[src/rtl/ssr_pkg.sv]
package ssr_pkg;

    // Default widths and the update divider (200 MHz core clock to 10 kHz ticks)
    localparam int unsigned SSR_REF_W    = 12;
    localparam int unsigned SSR_DUTY_W   = 10;
    localparam int unsigned SSR_DLY_W    = 16;
    localparam int unsigned SSR_TICK_DIV = 20000;

    typedef enum logic [2:0] {
        ST_IDLE,
        ST_DELAY,
        ST_RISE,
        ST_HOLD,
        ST_FALL
    } seq_state_e;

    typedef enum logic [1:0] {
        SAT_NONE,
        SAT_LOWER,
        SAT_RAISE
    } sat_dir_e;

    typedef struct packed {
        logic start_ok;
        logic stop_ok;
        logic restart;
    } seq_cmd_t;

    // Positive saturation means the reference sits too far above the feedback
    function automatic sat_dir_e decode_sat(input logic pos, input logic neg);
        if (pos)      return SAT_LOWER;
        else if (neg) return SAT_RAISE;
        else          return SAT_NONE;
    endfunction

    function automatic logic ramp_phase(input seq_state_e st);
        return (st == ST_RISE) || (st == ST_FALL);
    endfunction

endpackage

[src/rtl/ssr_tick_gen.sv]
module ssr_tick_gen #(
    parameter int unsigned DIV = 20000
) (
    input  logic clk,
    input  logic rst,
    input  logic run,
    input  logic restart,
    output logic tick
);
    localparam int unsigned CW = (DIV > 1) ? $clog2(DIV) : 1;
    localparam logic [CW-1:0] LAST = CW'(DIV - 1);

    logic [CW-1:0] cnt_q;

    always_ff @(posedge clk) begin
        if (rst || !run || restart) begin
            cnt_q <= '0;
        end else if (cnt_q == LAST) begin
            cnt_q <= '0;
        end else begin
            cnt_q <= cnt_q + CW'(1);
        end
    end

    assign tick = run && (cnt_q == LAST);

endmodule

[src/rtl/ssr_step_calc.sv]
module ssr_step_calc import ssr_pkg::*; #(
    parameter int unsigned W = 12
) (
    input  logic [W-1:0] cur,
    input  logic [W-1:0] goal,
    input  logic [W-1:0] step,
    input  sat_dir_e     sat_dir,
    input  logic [W-1:0] sat_step,
    output logic [W-1:0] nxt,
    output logic         landed
);
    logic [W:0]   sum;
    logic [W-1:0] gap;

    always_comb begin
        sum = '0;
        gap = '0;
        nxt = cur;
        unique case (sat_dir)
            SAT_LOWER: begin
                nxt = (cur > sat_step) ? (cur - sat_step) : '0;
            end
            SAT_RAISE: begin
                sum = {1'b0, cur} + {1'b0, sat_step};
                nxt = sum[W] ? '1 : sum[W-1:0];
            end
            default: begin
                if (cur < goal) begin
                    gap = goal - cur;
                    nxt = (step >= gap) ? goal : (cur + step);
                end else if (cur > goal) begin
                    gap = cur - goal;
                    nxt = (step >= gap) ? goal : (cur - step);
                end else begin
                    nxt = goal;
                end
            end
        endcase
        landed = (sat_dir == SAT_NONE) && (nxt == goal);
    end

endmodule

[src/rtl/ssr_pwm_gate.sv]
module ssr_pwm_gate #(
    parameter int unsigned REF_W  = 12,
    parameter int unsigned DUTY_W = 10
) (
    input  logic              clk,
    input  logic              rst,
    input  logic              arm,
    input  logic              clear,
    input  logic [REF_W-1:0]  vref,
    input  logic [REF_W-1:0]  floor_lvl,
    input  logic [DUTY_W-1:0] duty,
    input  logic [DUTY_W-1:0] min_duty,
    output logic              en
);
    logic permit;

    assign permit = arm && (vref >= floor_lvl) && (duty > min_duty);

    always_ff @(posedge clk) begin
        if (rst || clear) begin
            en <= 1'b0;
        end else if (permit) begin
            en <= 1'b1;
        end
    end

endmodule

[src/rtl/ssr_sequencer.sv]
module ssr_sequencer import ssr_pkg::*; #(
    parameter int unsigned REF_W    = SSR_REF_W,
    parameter int unsigned DUTY_W   = SSR_DUTY_W,
    parameter int unsigned DLY_W    = SSR_DLY_W,
    parameter int unsigned TICK_DIV = SSR_TICK_DIV
) (
    input  logic              clk,
    input  logic              rst,
    input  logic              start_cmd,
    input  logic              stop_cmd,
    input  logic [DLY_W-1:0]  delay_ticks,
    input  logic [REF_W-1:0]  rise_step,
    input  logic [REF_W-1:0]  fall_step,
    input  logic [REF_W-1:0]  target,
    input  logic [REF_W-1:0]  fb_code,
    input  logic              sat_pos,
    input  logic              sat_neg,
    input  logic [REF_W-1:0]  sat_step,
    input  logic [DUTY_W-1:0] duty_est,
    input  logic [DUTY_W-1:0] min_duty,
    output logic [REF_W-1:0]  vref,
    output logic              pwm_en,
    output logic              done
);
    localparam logic [DLY_W-1:0] ONE_TICK = DLY_W'(1);

    seq_state_e       state_q, state_d;
    logic [DLY_W-1:0] dcnt_q, dcnt_d;
    logic [REF_W-1:0] vref_q, vref_d;
    logic [REF_W-1:0] prebias_q, prebias_d;

    seq_cmd_t         cmd;
    logic             tick;
    sat_dir_e         sat_dir;
    logic [REF_W-1:0] goal, step_sel, step_nxt;
    logic             step_landed;
    logic             gate_arm, gate_clear;

    // Command acceptance
    always_comb begin
        cmd.start_ok = (state_q == ST_IDLE) && start_cmd;
        cmd.stop_ok  = stop_cmd && ((state_q == ST_RISE) || (state_q == ST_HOLD));
        cmd.restart  = cmd.start_ok || cmd.stop_ok;
    end

    ssr_tick_gen #(
        .DIV(TICK_DIV)
    ) u_tick (
        .clk     (clk),
        .rst     (rst),
        .run     (state_q != ST_IDLE),
        .restart (cmd.restart),
        .tick    (tick)
    );

    // Step selection: rise toward target, fall toward zero
    assign sat_dir  = ramp_phase(state_q) ? decode_sat(sat_pos, sat_neg) : SAT_NONE;
    assign goal     = (state_q == ST_FALL) ? '0 : target;
    assign step_sel = (state_q == ST_FALL) ? fall_step : rise_step;

    ssr_step_calc #(
        .W(REF_W)
    ) u_step (
        .cur      (vref_q),
        .goal     (goal),
        .step     (step_sel),
        .sat_dir  (sat_dir),
        .sat_step (sat_step),
        .nxt      (step_nxt),
        .landed   (step_landed)
    );

    // Sequencing
    always_comb begin
        state_d   = state_q;
        dcnt_d    = dcnt_q;
        vref_d    = vref_q;
        prebias_d = prebias_q;
        unique case (state_q)
            ST_IDLE: begin
                vref_d = fb_code;
                if (cmd.start_ok) begin
                    prebias_d = fb_code;
                    dcnt_d    = delay_ticks;
                    state_d   = (delay_ticks == '0) ? ST_RISE : ST_DELAY;
                end
            end
            ST_DELAY: begin
                if (stop_cmd) begin
                    state_d = ST_IDLE;
                end else if (tick) begin
                    if (dcnt_q <= ONE_TICK) begin
                        state_d = ST_RISE;
                    end else begin
                        dcnt_d = dcnt_q - ONE_TICK;
                    end
                end
            end
            ST_RISE: begin
                if (cmd.stop_ok) begin
                    state_d = ST_FALL;
                end else if (tick) begin
                    vref_d = step_nxt;
                    if (step_landed) begin
                        state_d = ST_HOLD;
                    end
                end
            end
            ST_HOLD: begin
                if (cmd.stop_ok) begin
                    state_d = ST_FALL;
                end
            end
            ST_FALL: begin
                if (tick) begin
                    vref_d = step_nxt;
                    if (step_landed) begin
                        state_d = ST_IDLE;
                    end
                end
            end
            default: begin
                state_d = ST_IDLE;
            end
        endcase
    end

    always_ff @(posedge clk) begin
        if (rst) begin
            state_q   <= ST_IDLE;
            dcnt_q    <= '0;
            vref_q    <= '0;
            prebias_q <= '0;
        end else begin
            state_q   <= state_d;
            dcnt_q    <= dcnt_d;
            vref_q    <= vref_d;
            prebias_q <= prebias_d;
        end
    end

    // PWM enable gating
    assign gate_arm   = (state_q == ST_RISE) || (state_q == ST_HOLD);
    assign gate_clear = (state_d == ST_IDLE);

    ssr_pwm_gate #(
        .REF_W  (REF_W),
        .DUTY_W (DUTY_W)
    ) u_gate (
        .clk       (clk),
        .rst       (rst),
        .arm       (gate_arm),
        .clear     (gate_clear),
        .vref      (vref_q),
        .floor_lvl (prebias_q),
        .duty      (duty_est),
        .min_duty  (min_duty),
        .en        (pwm_en)
    );

    assign vref = vref_q;
    assign done = (state_q == ST_HOLD);

endmodule

[config.mk]
export PLATFORM = sky130hd
export DESIGN_NAME = ssr_sequencer
export DESIGN_NICKNAME = d
export VERILOG_FILES = /design/src/rtl/ssr_pkg.sv /design/src/rtl/ssr_tick_gen.sv /design/src/rtl/ssr_step_calc.sv /design/src/rtl/ssr_pwm_gate.sv /design/src/rtl/ssr_sequencer.sv
export SDC_FILE = /design/constraint.sdc
export NUM_CORES = 1
export LEC_CHECK = 0
export BUFFER_PORTS_ARGS = -buffer_cell sky130_fd_sc_hd__buf_2
export CORE_UTILIZATION = 45
export DETAILED_ROUTE_END_ITERATION = 6
export MAX_ROUTING_LAYER = met4
export PLACE_DENSITY_LB_ADDON = 0.2
export SLEW_MARGIN = 20
export SYNTH_ARGS = -nofsm -noshare
export SYNTH_HDL_FRONTEND = slang
export SYNTH_SLANG_ARGS = --single-unit
[constraint.sdc]
create_clock -name clk -period 10.4 [get_ports clk]
set_input_delay 1.56 -clock clk [delete_from_list [all_inputs] [get_ports clk]]
set_output_delay 1.56 -clock clk [all_outputs]
set_load 0.05 [all_outputs]
* Word level (Yosys, flattened, before mapping)
Cells that the tools add are included.
Word-level totals: register bits after elaboration 59, input port bits 102, output and inout port bits 14, word-level logic and storage cells 91
Operators by class: $add $sub $neg 8, $lt $le $gt $ge 8, equal/unequal tests 13, mux-type cells 32, reductions and logical operators 24
Operator list (number):
- two-way mux 12 bit | 10
- two-way mux 16 bit | 4
- subtractor 12 bit | 4
- >= comparator 12 bit | 3
- case mux 12 bit (3 select lines) | 1
- case mux 16 bit (2 select lines) | 1
- two-way mux 3 bit | 10
- greater-than comparator 12 bit | 2
- case mux 12 bit (2 select lines) | 1
- <= comparator 16 x 1 -> 1 bit, second input constant | 1
- zero test 16 bit | 1
- subtractor 16 x 1 -> 16 bit, second input constant | 1
- adder 15 x 1 -> 15 bit, second input constant | 1
- == test 15 bit, second input constant | 1
- case mux 3 bit (5 select lines) | 1
- adder 12 x 12 -> 13 bit | 1
- adder 12 bit | 1
- == test 12 bit | 1
- less-than comparator 12 bit | 1
- greater-than comparator 10 bit | 1
- != test 2 bit, second input constant | 5
- two-way mux 2 bit | 4
- == test 3 x 2 -> 1 bit, second input constant | 2
- logical AND 1 bit | 6
- other kinds (13) | 21

* Longest topological paths before layout
depth after elaboration 16, mapped depth 32, depth with buffers taken out 27

* Hierarchy
Synthesis repeated with hierarchy kept, for this count alone.
Unflattened totals: cells, all modules 1135, area, all modules 8408.1 um2
By module, submodules not included:
- ssr_step_calc | instances 1, cells each 659, area an instance 4608.2 um2, sequential area each 0.0 um2
- ssr_sequencer | instances 1, cells each 321, area an instance 2544.9 um2, sequential area each 860.8 um2
- ssr_tick_gen | instances 1, cells each 76, area an instance 676.9 um2, sequential area each 300.3 um2
- ssr_pwm_gate | instances 1, cells each 79, area an instance 578.1 um2, sequential area each 20.0 um2

* Worst setup path after synthesis
OpenSTA, ideal clock, no wires.
path kind input port to flip-flop, from input port target[1], to register state_q[2], setup time 148 ps, data arrival time 6113 ps, data required time 10252 ps, slack 4139 ps, cell stages on the path 27, buffers on the path 2, cells stage by stage and2_0 -> buf_2 -> inv_1 -> ha_1 -> ha_1 -> a21oi_2 -> o21bai_1 -> a21oi_1 -> o21bai_1 -> a21oi_1 -> o31ai_1 -> a21o_1 -> a21oi_1 -> xor2_1 -> ha_1 -> and4_1 -> o21ai_0 -> or4_1 -> and2_4 -> buf_6 -> a21oi_4 -> nand2_1 -> a41o_1 -> a2111oi_4 -> nand4_1 -> nor3_2 -> a311oi_1
Between the ends: word-level cells in the longest chain between the ends 13, elaborated cells between the ends (all ways) 20, those cells by class 2 x add/sub; 4 x order compare; 1 x eq/ne; 12 x mux; 1 x reduce/logical
RTL lines:
- start: declaration | RTL line ssr_sequencer.sv:14 | input logic [REF_W-1:0] target,
- two-way mux 12 bit * | RTL line ssr_sequencer.sv:58 | assign goal = (state_q == ST_FALL) ? '0 : target;
- subtractor 12 bit | RTL line ssr_step_calc.sv:32 | gap = cur - goal;
- >= comparator 12 bit | RTL line ssr_step_calc.sv:33 | nxt = (step >= gap) ? goal : (cur - step);
- two-way mux 12 bit | RTL line ssr_step_calc.sv:33
- two-way mux 12 bit | RTL line ssr_step_calc.sv:31 | end else if (cur > goal) begin
- two-way mux 12 bit | RTL line ssr_step_calc.sv:28 | if (cur < goal) begin
- case mux 12 bit (2 select lines) | RTL line ssr_step_calc.sv:19 | unique case (sat_dir)
- == test 12 bit * | RTL line ssr_step_calc.sv:39 | landed = (sat_dir == SAT_NONE) && (nxt == goal);
- logical AND 1 bit * | RTL line ssr_step_calc.sv:39
- two-way mux 3 bit | RTL line ssr_sequencer.sv:104 | if (step_landed) begin
- two-way mux 3 bit | RTL line ssr_sequencer.sv:102 | end else if (tick) begin
- two-way mux 3 bit | RTL line ssr_sequencer.sv:100 | if (cmd.stop_ok) begin
- case mux 3 bit (5 select lines) * | RTL line ssr_sequencer.sv:79 | unique case (state_q)
- end signal: assignment | RTL line ssr_sequencer.sv:135 | state_q <= state_d;
- end: declaration | RTL line ssr_sequencer.sv:27 | seq_state_e state_q, state_d;
Every way passes the cells marked *; elsewhere a longest branch is shown, timed or not. A chain may end at the register's enable or synchronous reset.

* Final worst setup path
from input port target[1], to register state_q[0]
The elaborated chain is that of the path after synthesis.

==> flow_results.org <==
** Status
- Result of the run :: complete, no violations

** Timing
- The number of max-slew violations in the final report is 0.
- Number of failing setup endpoints in the final timing report :: 0
- In this run the tightest slew margin relative to its limit is 0.3505.
- For the pin with the worst max-slew slack, the measured transition is 0.9743 ns.
- Hold Violations, Final :: 0
- Timing would allow up to 140.6 MHz.
- The worst path needs 7.115 ns of the cycle, external delays included.
- Period utilisation layout :: 0.6841
- Setup repair after global routing missed its margin :: false
- Max Clock Skew :: 0.008818 ns
- Total negative slack for setup checks :: 0 ns

** Placed design
- Port-buffer cells :: 115
- The congestion estimate from routability-driven global placement came to 1.005.
- Detailed Place HPWL :: 20.52 mm
- Number of placed cells counting well taps :: 1447

** Cells and area
- Area taken by flip-flops and latches :: 1181 sq um
- Leaving out filler cells and counting taps, the final layout contains 1463.
- Of the cells placed in the final design, the portion with a size suffix greater than 1 is 0.1345.
- Relative to the synthesized area, the layout overhead comes to 12.42%.
- Total area of multi-input combinational cells :: 6367 sq um
- Diodes inserted :: 0
- The net count of the finished layout is 1457.
- The layout has 1822 filler cells.

** Synthesis
- After synthesis, the largest family of logic cells by area is compound AO/OA/AOI/OAI gates.
- Number of distinct library cell variants in the gate-level netlist after synthesis :: 83
- In the synthesized netlist, the number of instances is 1146.
- In the synthesized netlist the dominant register cell turns out to be sky130_fd_sc_hd__dfxtp_1.
- Number of enable flip-flop cells after synthesis :: 0
- Yosys printed 0 warnings.
- The mapped netlist covers 8212 sq um.
- Post-synthesis simple-gate area fraction :: 0.2255
- The number of nets handed over by synthesis was 1374.
- Xor/xnor cell area share of the yosys netlist :: 0.06080
- Compound-gate portion of the synthesized area :: 0.2762
- The biggest area contributor in the post-synthesis netlist is sky130_fd_sc_hd__ha_1.
- Of the synthesized area, sequential elements account for 0.1438.
- After synthesis, the cell types taking the most area are sky130_fd_sc_hd__ha_1 18%, sky130_fd_sc_hd__dfxtp_1 14%, sky130_fd_sc_hd__a21oi_1 6.2%.
- Share of the synthesized area in the top cell type :: 0.1844
- For this run, asynchronously set or reset flops after synthesis account for 0.
- Mux cell area share after synthesis :: 0.01585
- Arithmetic-cell share of the synthesized area counting full adders, half adders and majority gates :: 0.1966
- Synth Register Bits :: 59
- Average cell area after synthesis :: 7.165 sq um

** CTS
- The cell sitting at the root of the clock tree is a sky130_fd_sc_hd__clkbuf_16.
- TritonCTS built the clock tree.
- Maximum clock path buffer count :: 2
- In this run, post-CTS repair resized a total of 0 instances.
- TritonCTS created 9 clock buffers.
- CTS H-Tree Depth :: 3
- Clock Sink Count :: 59
- In this run, post-CTS hold repair placed 0 buffers.
- Clock-pin slew of the registers on the worst-case setup and hold paths :: 0.05 ns
- Worst-skew pair later-pin latency :: 0.33 ns
- Post-CTS repair timing setup buffer count :: 0

** Run
- Across the run, the number of max-cap violations was 0.

** Critical path
- The worst setup path is launched from a primary input.
- Slowest cell delay on critical path :: 0.55 ns
- R2R Path End :: state_q[0]$_SDFF_PP0_
- Critical path type :: primary input to flip-flop
- Of all nets on the critical path, the largest fanout is 6.
- In this run the worst setup path terminates at state_q[0]$_SDFF_PP0_.
- Depth of the worst register-to-register path :: 27
- Kind of capture point of the worst setup path :: flip-flop
- Critical path launch point :: target[1]
- The slowest stage of the critical path belongs to the cell sky130_fd_sc_hd__a221oi_1.
- At the worst endpoint, the required time is 10.62 ns.
- Data arrival time at the worst-slack endpoint :: 7.33 ns
- Flop-to-flop setup slack :: 3.60 ns
- The worst register-to-register path begins at state_q[2]$_SDFF_PP0_.

** Routing
- For this run, the detailed router's first-pass iteration total came to 5.
- Routed via count :: 8452
- After detailed routing, the number of remaining DRC violations is 0.
- Detailed Route Iter0 Violations :: 593
- Wires add up to 25.90 mm.
- Post-detailed-route wirelength per cell :: 17.70 microns
- Antenna Nets Post-Route :: 0
- Via-to-Cell Ratio :: 5.777

** Die
- The initial utilization of the core area, before any placement, comes to 0.4587.
- After floorplanning, the core was divided into 49 placement rows.
- Die width :: 137.1 microns
- The floorplan step set the die height to 137.1 microns.
- The core region is 17900 sq um.
- Top-Level Pins :: 116
- The die covers 18790 sq um.

** Worst hold path
- In this run the worst hold path is classified as flip-flop to flip-flop.

** GRT
- The number of antenna violations at the first check in global routing came to 0.
- Overall routing resource usage :: 0.2844
- Total grt overflow :: 0
- Via count of the first global-routing pass :: 7584
- Entering global routing, the biggest net connects 46 pins.
- The first global-routing pass estimated 40.37 mm of wire.

** Power
- Peak VDD IR :: 0.00009412 V
- Leak pwr :: 4.349 nW
- In this run the power density over the cells is 126.1 nW/um^2.
[cell usage after synthesis, types with 10 or more instances]
cell / n
sky130_fd_sc_hd__nand2b_1: 20
sky130_fd_sc_hd__a221oi_1: 11
sky130_fd_sc_hd__dfxtp_1: 59
sky130_fd_sc_hd__xnor2_1: 35
sky130_fd_sc_hd__nor2_1: 110
sky130_fd_sc_hd__o31ai_1: 13
sky130_fd_sc_hd__ha_1: 121
sky130_fd_sc_hd__a21o_1: 20
sky130_fd_sc_hd__mux2i_1: 13
sky130_fd_sc_hd__a22oi_1: 11
sky130_fd_sc_hd__o211ai_1: 10
sky130_fd_sc_hd__nand3_1: 29
sky130_fd_sc_hd__o21ai_0: 61
sky130_fd_sc_hd__clkbuf_1: 33
sky130_fd_sc_hd__inv_1: 107
sky130_fd_sc_hd__buf_2: 14
sky130_fd_sc_hd__a21oi_1: 102
sky130_fd_sc_hd__nand4_1: 15
sky130_fd_sc_hd__nor4_1: 11
sky130_fd_sc_hd__a211oi_1: 14
sky130_fd_sc_hd__xor2_1: 22
sky130_fd_sc_hd__nor3_1: 21
sky130_fd_sc_hd__nand2_1: 125
[registers in the layout (all words and copies together) (netlist names)]
register / count
vref: 12
u_tick.cnt_q: 15
dcnt_q: 16
u_gate.en: 1
state_q: 3
prebias_q: 12
[worst min path at each step]
stage | depth (start not counted) | from | slack (ns) | end
5_1_grt | 2 | prebias_q[9]$_SDFFE_PP0P_ | 0.47 | prebias_q[9]$_SDFFE_PP0P_
3_5_place_dp | 2 | prebias_q[8]$_SDFFE_PP0P_ | 0.45 | prebias_q[8]$_SDFFE_PP0P_
4_1_cts | 2 | prebias_q[8]$_SDFFE_PP0P_ | 0.45 | prebias_q[8]$_SDFFE_PP0P_
6_report | 2 | prebias_q[8]$_SDFFE_PP0P_ | 0.45 | prebias_q[8]$_SDFFE_PP0P_
2_1_floorplan | 1 | u_tick.cnt_q[0]$_SDFF_PP0_ | 0.43 | u_tick.cnt_q[0]$_SDFF_PP0_
3_3_place_gp | 2 | prebias_q[11]$_SDFFE_PP0P_ | 0.44 | prebias_q[11]$_SDFFE_PP0P_
[placed cells by master, fill, tap and decap left out, drive strengths merged, types with 5 or more instances in the layout]
cell type and n:
mux2i 13, xnor2 35, a221oi 12, a211oi 14, clkinv 5, nor2 113, o31ai 13, nand2b 20
a31oi 8, ha 121, nand2 126, xor2 22, clkbuf 9, a21o 20, a211o 5, dfxtp 59
o211ai 10, o311ai 5, nand3 29, and3 9, nor3b 5, nor3 22, nand4 15, o21a 6
fa 5, a221o 5, a2111oi 8, a22oi 11, a311oi 9, nor4 11, a21oi 108, o21ai 63
buf 127, o21bai 9, inv 108, and2 10, nor2b 9
[layout make-up]
class | count | area share
clock buffer | 9 | 0.02440
sequential | 59 | 0.1279
tap | 229 | 0.03104
multi-input combinational | 924 | 0.6898
timing repair buffer | 127 | 0.07211
inverter | 108 | 0.04391
clock inverter | 7 | 0.01084
[worst max-delay path: cells and delay by family]
kind / cells / cell delay [ns]
fa+ha+maj: 3 / 0.89
buf+inv: 2 / 0.29
simple gates: 6 / 1.40
xor+xnor: 2 / 0.39
compound gates: 13 / 2.82
[power breakdown]
| group | switching, mW | leakage, nW | internal [mW] |
|---|---|---|---|
| clock | 0.111 | 0.160 | 0.211 |
| combinational | 0.361 | 3.71 | 0.224 |
| sequential | 0.0166 | 0.484 | 0.241 |
| total | 0.488 | 4.35 | 0.676 |
[metal layers]
metal / part of all wire / track usage / up-vias / wire (microns)
li1: - / - / 4244 / -
met3: 0.071 / 0.03593 / 35 / 1831
met1: 0.48 / 0.3991 / 3862 / 12310
met2: 0.43 / 0.4237 / 311 / 11170
met4: 0.023 / 0.07937 / 0 / 586
met5: 0 / - / - / 0
[metrics by stage]
stage	utilization	setup slack (ns)	total power [mW]	hold slack [ns]	instance area, sq um
after global routing	0.5157	2.986	1.246	0.4716	9231
after detailed placement	0.4975	3.035	0.8345	0.4467	8906
after floorplan	-	4.139	0.6845	0.4297	8212
final	0.5157	3.285	1.164	0.4525	9231
after global placement	0.4975	3.126	0.8338	0.4429	8906
after CTS	0.5157	3.363	1.159	0.4538	9231
[kinds of logic after synthesis]
group                      after synthesis
and+or+nand+nor                        391
AOI/OAI and AO/OA                      337
buffers and inverters                  163
adders and majority gates              126
DFF                                     59
xor gates and xnor gates                57
muxes                                   13
Note: power is estimated with default switching activity, not from simulation.
